<file path="config.mk">
export PLATFORM = sky130hd
export DESIGN_NAME = dma_chctl
export DESIGN_NICKNAME = d
export VERILOG_FILES = /design/src/rtl/dmactl_pkg.sv /design/src/rtl/dmactl_regs.sv /design/src/rtl/dmactl_arb.sv /design/src/rtl/dmactl_td_fsm.sv /design/src/rtl/dma_chctl.sv
export SDC_FILE = /design/constraint.sdc
export NUM_CORES = 1
export LEC_CHECK = 0
export ABC_AREA = 1
export BUFFER_PORTS_ARGS = -buffer_cell sky130_fd_sc_hd__buf_2
export CAP_MARGIN = 20
export CORE_MARGIN = 4
export CORE_UTILIZATION = 40
export DETAILED_ROUTE_END_ITERATION = 7
export SLEW_MARGIN = 15
export SYNTH_ARGS = -nofsm -noshare
export SYNTH_HDL_FRONTEND = slang
export SYNTH_SLANG_ARGS = --single-unit
</file>
<file path="constraint.sdc">
create_clock -name clk_i -period 1.7 [get_ports clk_i]
set_clock_uncertainty 0.1 [all_clocks]
set_input_delay 0.17 -clock clk_i [delete_from_list [all_inputs] [get_ports clk_i]]
set_output_delay 0.17 -clock clk_i [all_outputs]
set_load 0.005 [all_outputs]
</file>
<file path="src/rtl/dmactl_pkg.sv">
package dmactl_pkg;

  localparam int BIT_EN    = 31;
  localparam int BIT_TD    = 30;
  localparam int BIT_RETRY = 24;
  localparam int BIT_HOST  = 14;
  localparam int BIT_DIR   = 16;
  localparam logic [4:0] TD_TYPE = 5'h13;
  localparam int CTRL_BASE = 32'h800;
  localparam int CH_STRIDE = 32'h20;
  localparam int RX_OFS    = 32'h8;
  localparam int TDQ_OFS   = 32'h4;

  typedef enum logic [1:0] {
    ST_IDLE,
    ST_POP,
    ST_PUSH
  } td_state_e;

  function automatic logic [31:0] td_word(input logic is_rx, input int unsigned ch);
    logic [31:0] w;
    w = '0;
    w[31:27] = TD_TYPE;
    w[BIT_DIR] = is_rx;
    w[4:0] = ch[4:0];
    return w;
  endfunction

endpackage

</file>
<file path="src/rtl/dmactl_regs.sv">
module dmactl_regs #(
  parameter int NUM_CH = 4,
  parameter int QID_W  = 12,
  parameter int AW     = 12,
  localparam int NSLOT = 2 * NUM_CH,
  localparam int SW    = $clog2(NSLOT)
) (
  input  logic                          clk_i,
  input  logic                          rst_ni,
  input  logic                          we_i,
  input  logic [AW-1:0]                 addr_i,
  input  logic [31:0]                   wdata_i,
  output logic [31:0]                   rdata_o,
  input  logic                          clr_i,
  input  logic [SW-1:0]                 clr_slot_i,
  output logic [NSLOT-1:0]              en_o,
  output logic [NSLOT-1:0]              td_o,
  output logic [NSLOT-1:0][QID_W-1:0]   cq_o,
  output logic [QID_W-1:0]              tdq_o
);
  import dmactl_pkg::*;

  localparam logic [AW-1:0] TDQ_ADDR = AW'(TDQ_OFS);

  logic [NSLOT-1:0][31:0] rd_slot;

  always_ff @(posedge clk_i or negedge rst_ni) begin
    if (!rst_ni) tdq_o <= '0;
    else if (we_i && addr_i == TDQ_ADDR) tdq_o <= wdata_i[QID_W-1:0];
  end

  for (genvar s = 0; s < NSLOT; s++) begin : g_slot
    localparam logic [AW-1:0] BASE = AW'(CTRL_BASE + CH_STRIDE * (s / 2) + RX_OFS * (s % 2));
    localparam bit IS_RX = (s % 2) == 1;

    logic hit, wr, retry_q, host_q;
    assign hit = addr_i == BASE;
    assign wr  = we_i && hit && !td_o[s];

    always_ff @(posedge clk_i or negedge rst_ni) begin
      if (!rst_ni) begin
        en_o[s] <= 1'b0;
        td_o[s] <= 1'b0;
        cq_o[s] <= '0;
      end else if (clr_i && clr_slot_i == SW'(s)) begin
        en_o[s] <= 1'b0;
        td_o[s] <= 1'b0;
      end else if (wr) begin
        if (wdata_i[BIT_TD]) begin
          if (en_o[s]) td_o[s] <= 1'b1;
        end else begin
          en_o[s] <= wdata_i[BIT_EN];
          cq_o[s] <= wdata_i[QID_W-1:0];
        end
      end
    end

    if (IS_RX) begin : g_rx
      always_ff @(posedge clk_i or negedge rst_ni) begin
        if (!rst_ni) begin
          retry_q <= 1'b0;
          host_q  <= 1'b0;
        end else if (wr && !wdata_i[BIT_TD]) begin
          retry_q <= wdata_i[BIT_RETRY];
          host_q  <= wdata_i[BIT_HOST];
        end
      end
    end else begin : g_tx
      assign retry_q = 1'b0;
      assign host_q  = 1'b0;
    end

    always_comb begin
      rd_slot[s] = '0;
      if (hit) begin
        rd_slot[s][BIT_EN]      = en_o[s];
        rd_slot[s][BIT_TD]      = td_o[s];
        rd_slot[s][BIT_RETRY]   = retry_q;
        rd_slot[s][BIT_HOST]    = host_q;
        rd_slot[s][QID_W-1:0]   = cq_o[s];
      end
    end
  end

  always_comb begin
    rdata_o = '0;
    if (addr_i == TDQ_ADDR) rdata_o[QID_W-1:0] = tdq_o;
    for (int s = 0; s < NSLOT; s++) rdata_o = rdata_o | rd_slot[s];
  end

endmodule

</file>
<file path="src/rtl/dmactl_arb.sv">
module dmactl_arb #(
  parameter int N = 8,
  localparam int SW = $clog2(N)
) (
  input  logic [N-1:0]  req_i,
  output logic          vld_o,
  output logic [SW-1:0] idx_o
);
  // lowest index wins
  always_comb begin
    vld_o = |req_i;
    idx_o = '0;
    for (int i = N - 1; i >= 0; i--) begin
      if (req_i[i]) idx_o = SW'(i);
    end
  end
endmodule

</file>
<file path="src/rtl/dmactl_td_fsm.sv">
module dmactl_td_fsm #(
  parameter int NSLOT  = 8,
  parameter int DESC_W = 32,
  localparam int SW = $clog2(NSLOT)
) (
  input  logic              clk_i,
  input  logic              rst_ni,
  input  logic              gnt_vld_i,
  input  logic [SW-1:0]     gnt_idx_i,
  input  logic              pop_ack_i,
  input  logic [DESC_W-1:0] pop_desc_i,
  input  logic              push_ack_i,
  output logic              idle_o,
  output logic              pop_req_o,
  output logic              push_req_o,
  output logic              clr_o,
  output logic [SW-1:0]     slot_o,
  output logic [DESC_W-1:0] desc_o
);
  import dmactl_pkg::*;

  td_state_e state_q;

  assign idle_o     = state_q == ST_IDLE;
  assign pop_req_o  = state_q == ST_POP;
  assign push_req_o = state_q == ST_PUSH;
  assign clr_o      = push_req_o && push_ack_i;

  always_ff @(posedge clk_i or negedge rst_ni) begin
    if (!rst_ni) begin
      state_q <= ST_IDLE;
      slot_o  <= '0;
      desc_o  <= '0;
    end else begin
      unique case (state_q)
        ST_IDLE: if (gnt_vld_i) begin
          slot_o  <= gnt_idx_i;
          state_q <= ST_POP;
        end
        ST_POP: if (pop_ack_i) begin
          desc_o  <= pop_desc_i;
          state_q <= ST_PUSH;
        end
        ST_PUSH: if (push_ack_i) state_q <= ST_IDLE;
        default: state_q <= ST_IDLE;
      endcase
    end
  end
endmodule

</file>
<file path="src/rtl/dma_chctl.sv">
module dma_chctl #(
  parameter int NUM_CH = 4,
  parameter int QID_W  = 12,
  parameter int DESC_W = 32,
  parameter int AW     = 12
) (
  input  logic              clk_i,
  input  logic              rst_ni,
  input  logic              reg_we_i,
  input  logic [AW-1:0]     reg_addr_i,
  input  logic [31:0]       reg_wdata_i,
  output logic [31:0]       reg_rdata_o,
  input  logic [NUM_CH-1:0] tx_busy_i,
  input  logic [NUM_CH-1:0] rx_busy_i,
  output logic [NUM_CH-1:0] tx_en_o,
  output logic [NUM_CH-1:0] rx_en_o,
  output logic              pop_req_o,
  output logic [QID_W-1:0]  pop_qid_o,
  input  logic              pop_ack_i,
  input  logic [DESC_W-1:0] pop_desc_i,
  output logic              push_req_o,
  output logic [QID_W-1:0]  push_qid_o,
  output logic [DESC_W-1:0] push_desc_o,
  output logic [31:0]       push_word_o,
  input  logic              push_ack_i
);
  import dmactl_pkg::*;

  localparam int NSLOT = 2 * NUM_CH;
  localparam int SW    = $clog2(NSLOT);

  logic [NSLOT-1:0]            en, td, busy, elig;
  logic [NSLOT-1:0][QID_W-1:0] cq;
  logic                        gnt_vld, idle, clr;
  logic [SW-1:0]               gnt_idx, slot;

  dmactl_regs #(.NUM_CH(NUM_CH), .QID_W(QID_W), .AW(AW)) u_regs (
    .clk_i      (clk_i),
    .rst_ni     (rst_ni),
    .we_i       (reg_we_i),
    .addr_i     (reg_addr_i),
    .wdata_i    (reg_wdata_i),
    .rdata_o    (reg_rdata_o),
    .clr_i      (clr),
    .clr_slot_i (slot),
    .en_o       (en),
    .td_o       (td),
    .cq_o       (cq),
    .tdq_o      (pop_qid_o)
  );

  for (genvar c = 0; c < NUM_CH; c++) begin : g_ch
    assign busy[2*c]   = tx_busy_i[c];
    assign busy[2*c+1] = rx_busy_i[c];
    assign tx_en_o[c]  = en[2*c];
    assign rx_en_o[c]  = en[2*c+1];
  end

  assign elig = td & ~busy & {NSLOT{idle}};

  dmactl_arb #(.N(NSLOT)) u_arb (
    .req_i (elig),
    .vld_o (gnt_vld),
    .idx_o (gnt_idx)
  );

  dmactl_td_fsm #(.NSLOT(NSLOT), .DESC_W(DESC_W)) u_fsm (
    .clk_i      (clk_i),
    .rst_ni     (rst_ni),
    .gnt_vld_i  (gnt_vld),
    .gnt_idx_i  (gnt_idx),
    .pop_ack_i  (pop_ack_i),
    .pop_desc_i (pop_desc_i),
    .push_ack_i (push_ack_i),
    .idle_o     (idle),
    .pop_req_o  (pop_req_o),
    .push_req_o (push_req_o),
    .clr_o      (clr),
    .slot_o     (slot),
    .desc_o     (push_desc_o)
  );

  assign push_qid_o  = cq[slot];
  assign push_word_o = td_word(slot[0], 32'(slot) >> 1);

endmodule

</file>
# ---- Word level (Yosys, flattened, before mapping)
# Cells that the tools add are included.
dict set report word_totals {
  ff_bits 169
  latchBits 0
  mem_bits_rw 0
  rom_bits 0
  word_cells 267
  mem_count 0
}
dict set report classes {
  n_addsub 0
  n_mul 0
  n_div 0
  order_cmp 1
  eq_ne 29
  shift 0
  n_mux 88
  n_bitwise 20
  reduce_logical 93
}
# operator count
set ops {}
lappend ops {{$or A32 B32 Y32} 7}
lappend ops {{$mux W12} 10}
lappend ops {{$eq A12 B12 Y1 const B} 8}
lappend ops {{$mux W1} 57}
lappend ops {{$reduce_and A3 Y1} 17}
lappend ops {{$reduce_bool A2 Y1} 24}
lappend ops {{$bmux W12 S3} 1}
lappend ops {{$or A12 B32 Y32} 1}
lappend ops {{$logic_and A1 B1 Y1} 30}
lappend ops {{$mux W3} 8}
lappend ops {{$mux W2} 11}
lappend ops {{$reduce_and A2 Y1} 10}
lappend ops {{$ne A2 B1 Y1 const B} 9}
lappend ops {{$and A8 B8 Y8} 2}
lappend ops {{$eq A12 B3 Y1 const B} 1}
lappend ops {{$eq A3 B3 Y1 const B} 4}
lappend ops {{$logic_not A1 Y1} 9}
lappend ops {{$not A1 Y1} 9}
lappend ops {{$not A8 Y8} 1}
lappend ops {{$reduce_or A8 Y1} 1}
lappend ops {{$eq A3 B2 Y1 const B} 2}
lappend ops {{$pmux W2 S3} 1}
lappend ops {{$lt A3 B4 Y1 const B} 1}
lappend ops {{$ne A2 B2 Y1 const B} 2}
lappend ops {{5 further kinds} 5}

# ---- Logic depth before layout (Yosys ltp)
dict set report depth {
  ltp_word 11
  depth_mapped 10
}

# ---- Modules after synthesis
# Synthesis repeated with hierarchy kept, for this count alone.
dict set report unflattened {
  cells_unflattened 1448
  area_unflattened_um2 10032.1
}
# module n_inst cells_per_inst area_per_inst_um2
set by_module_without_submodules {}
lappend by_module_without_submodules {dmactl_regs 1 890 6826.5}
lappend by_module_without_submodules {dma_chctl 1 368 1579.0}
lappend by_module_without_submodules {dmactl_td_fsm 1 168 1527.7}
lappend by_module_without_submodules {dmactl_arb 1 22 98.8}

# ---- Worst setup path after synthesis
# No wires, ideal clock.
dict set report synth_timing {
  path_type {reg2out}
  start {register u_fsm.slot_o[0]}
  end {output push_qid_o[7]}
  arrival_time_ns 1.314
  slack_ns 0.116
  path_stages_with_launch 6
  path_buffers 1
  cell_sequence {dfrtp_1 > nor2_4 > clkbuf_1 > nand2_1 > nand3_1 > a2bb2oi_1}
}
dict set report synth_between {
  elab_chain_cells 2
}
# element line
set synth_rtl {}
lappend synth_rtl {{start: declaration} dmactl_td_fsm.sv:17} ;# output logic [SW-1:0] slot_o,
lappend synth_rtl {{start signal: assignment} dmactl_td_fsm.sv:37} ;# slot_o <= gnt_idx_i;
lappend synth_rtl {{$bmux W12 S3} dma_chctl.sv:83} ;# assign push_qid_o = cq[slot];
lappend synth_rtl {{$mux W12 (not written as such)} dma_chctl.sv:83}
lappend synth_rtl {{end: declaration} dma_chctl.sv:22} ;# output logic [QID_W-1:0] push_qid_o,
# No other way between the ends. The select of a mux whose other input is x is not followed.

# ---- Worst setup path in the final report
dict set report layout_timing {
  start {register u_fsm.slot_o[0]}
  end {output push_qid_o[6]}
}
# The elaborated chain is that of the path after synthesis.

==> results.yml <==
worst_setup_path:
  cp-start-kind: "flip-flop"
  cp.required_ps: 1430
  worstSetupEndpointType: "output port"
  arrival_ps: 1860
  cp_max_fo: 8
  worst-setup-path-type: "reg2out"
  reg2reg_from: "u_fsm.slot_o[0]"
  startpoint: "u_fsm.slot_o[0]"
sta:
  max_freq_mhz: 469
  fin_crit_sh_pct: 125
  fin_ws_ps: -432
  whs_ps: 59.2
  finalHoldViolations: 0
  setup_viol_count_final: 15
  tightestPinTransition_ps: 492
  grt_setup_unrepaired: "true"
  slew-limit-headroom_pct: 66.9
  period_needed_ps: 2130
  finalMaxSlewViolations: 0
clock_network:
  clkLatencyLatePin_ps: 440
  tritoncts: "yes"
  htree_levels: 4
  cts-root-buf: "clkbuf_16"
  clock-sinks: 169
  cts_made_buffers: 17
  path_clk_slew_ps: 80
  cts_buffer_depth: 2
floorplan:
  dieHeight_um: 160
  io_pins: 219
  initial_core_util_pct: 40.9
  dieArea_um2: 25700
  core_um2: 22700
  die_w_um: 160
  rows: 55
place:
  gp_congestion: 0.861
  hpwl_mm: 19.9
  dp_slack_ps: -144
  place_area_um2: 10800
  io_buffers: 157
worst_hold_path:
  hold_path.class: "in2reg"
  min-delay-start: "reg_wdata_i[9]"
pwr:
  leakage_nw: 6.14
  powerDensity_nw_per_um2: 976
  ir_drop_uv: 615
detailed_routing:
  drt-initial-drc-count: 749
  wl_mm: 30.1
  vias: 8681
  wl_per_cell_um: 18.3
  via_per_inst: 5.26
  dr.pass1.iters: 8
  drc: 1
  ant_nets: 0
global_routing:
  antenna_found_initial: 0
  grt_pass1_wl_mm: 45.6
  grt_pass1_vias: 8200
  grt-ovfl-total: 0
  grt_max_degree: 48
  grt.total_usage_pct: 22.1
cells_and_area:
  layout_common_cells: "205 x nand2_1, 165 x dfrtp_1, 150 x buf_2, 101 x nand3_1, 60 x inv_1"
  design_area_um2: 12800
  diodes: 0
  drive_gt1_share_pct: 37.1
  layout_commonest_cell: "nand2_1"
  area_growth_pct: 38.4
  nNetsFinal: 1441
status:
  outcome: "complete, but fails checks"
  violations: "DRC, setup timing"
yosys:
  syn_inst: 1077
  synth-main-ff-cell: "dfrtp_1"
  synthTopCellsByArea: "dfrtp_1 46%, nand2_1 9.5%, nand3_1 6.9%"
  synthesis.area_um2: 9280
  ys_warn_count: 0
  async_reset_ff_share_pct: 100
  ys_seq_area_share_pct: 45.6
  synth-seq-cells: 169
  synth_edf_count: 0
  synth.avg_cell_area_um2: 8.62
  synth_top_area_cell: "dfrtp_1"
  synthDominantCellAreaShare_pct: 45.6
  yosysUniqueCellTypes: 39
job:
  drv_cap: 0
[cell type report]
class,instances,area (um^2)
clock buffers,18,429
clock inverters,14,158
fillers,2015,9870
inverters,69,274
multi-input cells,786,4680
flip-flops and latches,169,4230
well taps,285,357
repair buffers,309,2710
[worst paths after layout]
check	to	slack [ps]	cells after the start
min in group asynchronous	u_fsm.desc_o[21]	130	2
max in group asynchronous	u_regs.cq_o[10]	700	3
worst min-delay path	u_regs.cq_o[45]	60	3
worst max register to register	u_regs.cq_o[62]	0	9
worst max-delay path	push_qid_o[6]	-430	7
worst min register to register	u_regs.cq_o[79]	390	2
[kinds of logic (layout without fill, tap and decap cells)]
kind of cell	Yosys count	after routing	synth area share (%)
flip-flops	169	169	45.6
AND/OR/NAND/NOR	500	500	26.3
multiplexers	32	32	3.88
buffers and inverters	165	410	10.4
other	2	45	0.0809
AO/OA/AOI/OAI	209	209	13.7
[stage by stage]
stage	total power, mW	util, %	instances	TNS, ps
after floorplan	6.62	-	1120	0
after global placement	8.15	47.6	1547	-785
after detailed placement	8.20	47.6	1547	-1330
after CTS	12.3	52.7	1627	-4920
after global routing	13.1	56.5	1650	-6770
final	12.5	56.5	1650	-4760
[timing repair]
action / in CTS / in global routing
setup endpoints to repair: 34 / 43
gates resized for setup: 22 / 167
pin swaps: 6 / 52
gates cloned: 1 / 8
hold buffers: 43 / 0
buffers inserted: 4 / 15
hold endpoints to repair: 149 / 0
[synthesized netlist by cell type, types with 2 or more instances]
library cell  count
nand2_1         236
dfrtp_1         169
nand3_1         128
o21ai_0          77
inv_1            63
buf_4            62
nor2_1           61
o21ai_2          34
mux2_2           32
o21ai_1          32
a21oi_1          29
buf_2            20
nand4_1          13
buf_6            12
nand2_2          12
nor2_4           12
o21a_1           10
a22oi_1           9
o2111ai_1         9
nor3_1            8
nand3b_1          6
nor2_2            6
inv_2             5
nand2_4           4
nand4_2           4
nand4_4           4
a31oi_1           3
nor2_8            3
a21boi_1          2
conb_1            2
o31ai_1           2
[worst max-delay path, cell delays in order (launching register included)]
cell and delay (ps):
dfrtp_2 470, buf_6 140, nand2_8 60, buf_4 180, o2111ai_1 210, nor2_1 80, a21oi_2 150, buf_2 140
[where the power goes]
| group | total (mW) | switching [mW] | leakage, nW | internal [mW] |
|---|---|---|---|---|
| clock network | 3.96 | 1.87 | 0.283 | 2.09 |
| registers | 4.91 | 0.348 | 2.22 | 4.56 |
| logic | 3.66 | 1.92 | 3.63 | 1.74 |
[routing by layer]
| metal | up-vias | wire, um | track usage, % | part of all wire [%] |
|---|---|---|---|---|
| li1 | 4094 | - | - | - |
| met1 | 4192 | 13000 | 31.0 | 43 |
| met2 | 344 | 14600 | 35.3 | 48 |
| met3 | 51 | 1960 | 3.93 | 6.5 |
| met4 | 0 | 624 | 6.49 | 2.1 |
| met5 | - | 0 | 0 | 0 |
[flip-flops by register name (all words and copies together), names as in the netlist]
| name | flops |
|---|---|
| u_regs.td_o | 8 |
| u_regs.tdq_o | 12 |
| u_regs.en_o | 8 |
| u_regs.g_slot.host_q | 4 |
| u_regs.g_slot.retry_q | 4 |
| u_fsm.desc_o | 32 |
| u_regs.cq_o | 96 |
| u_fsm.state_q | 2 |
| u_fsm.slot_o | 3 |
Note: power is estimated with default switching activity, not from simulation.
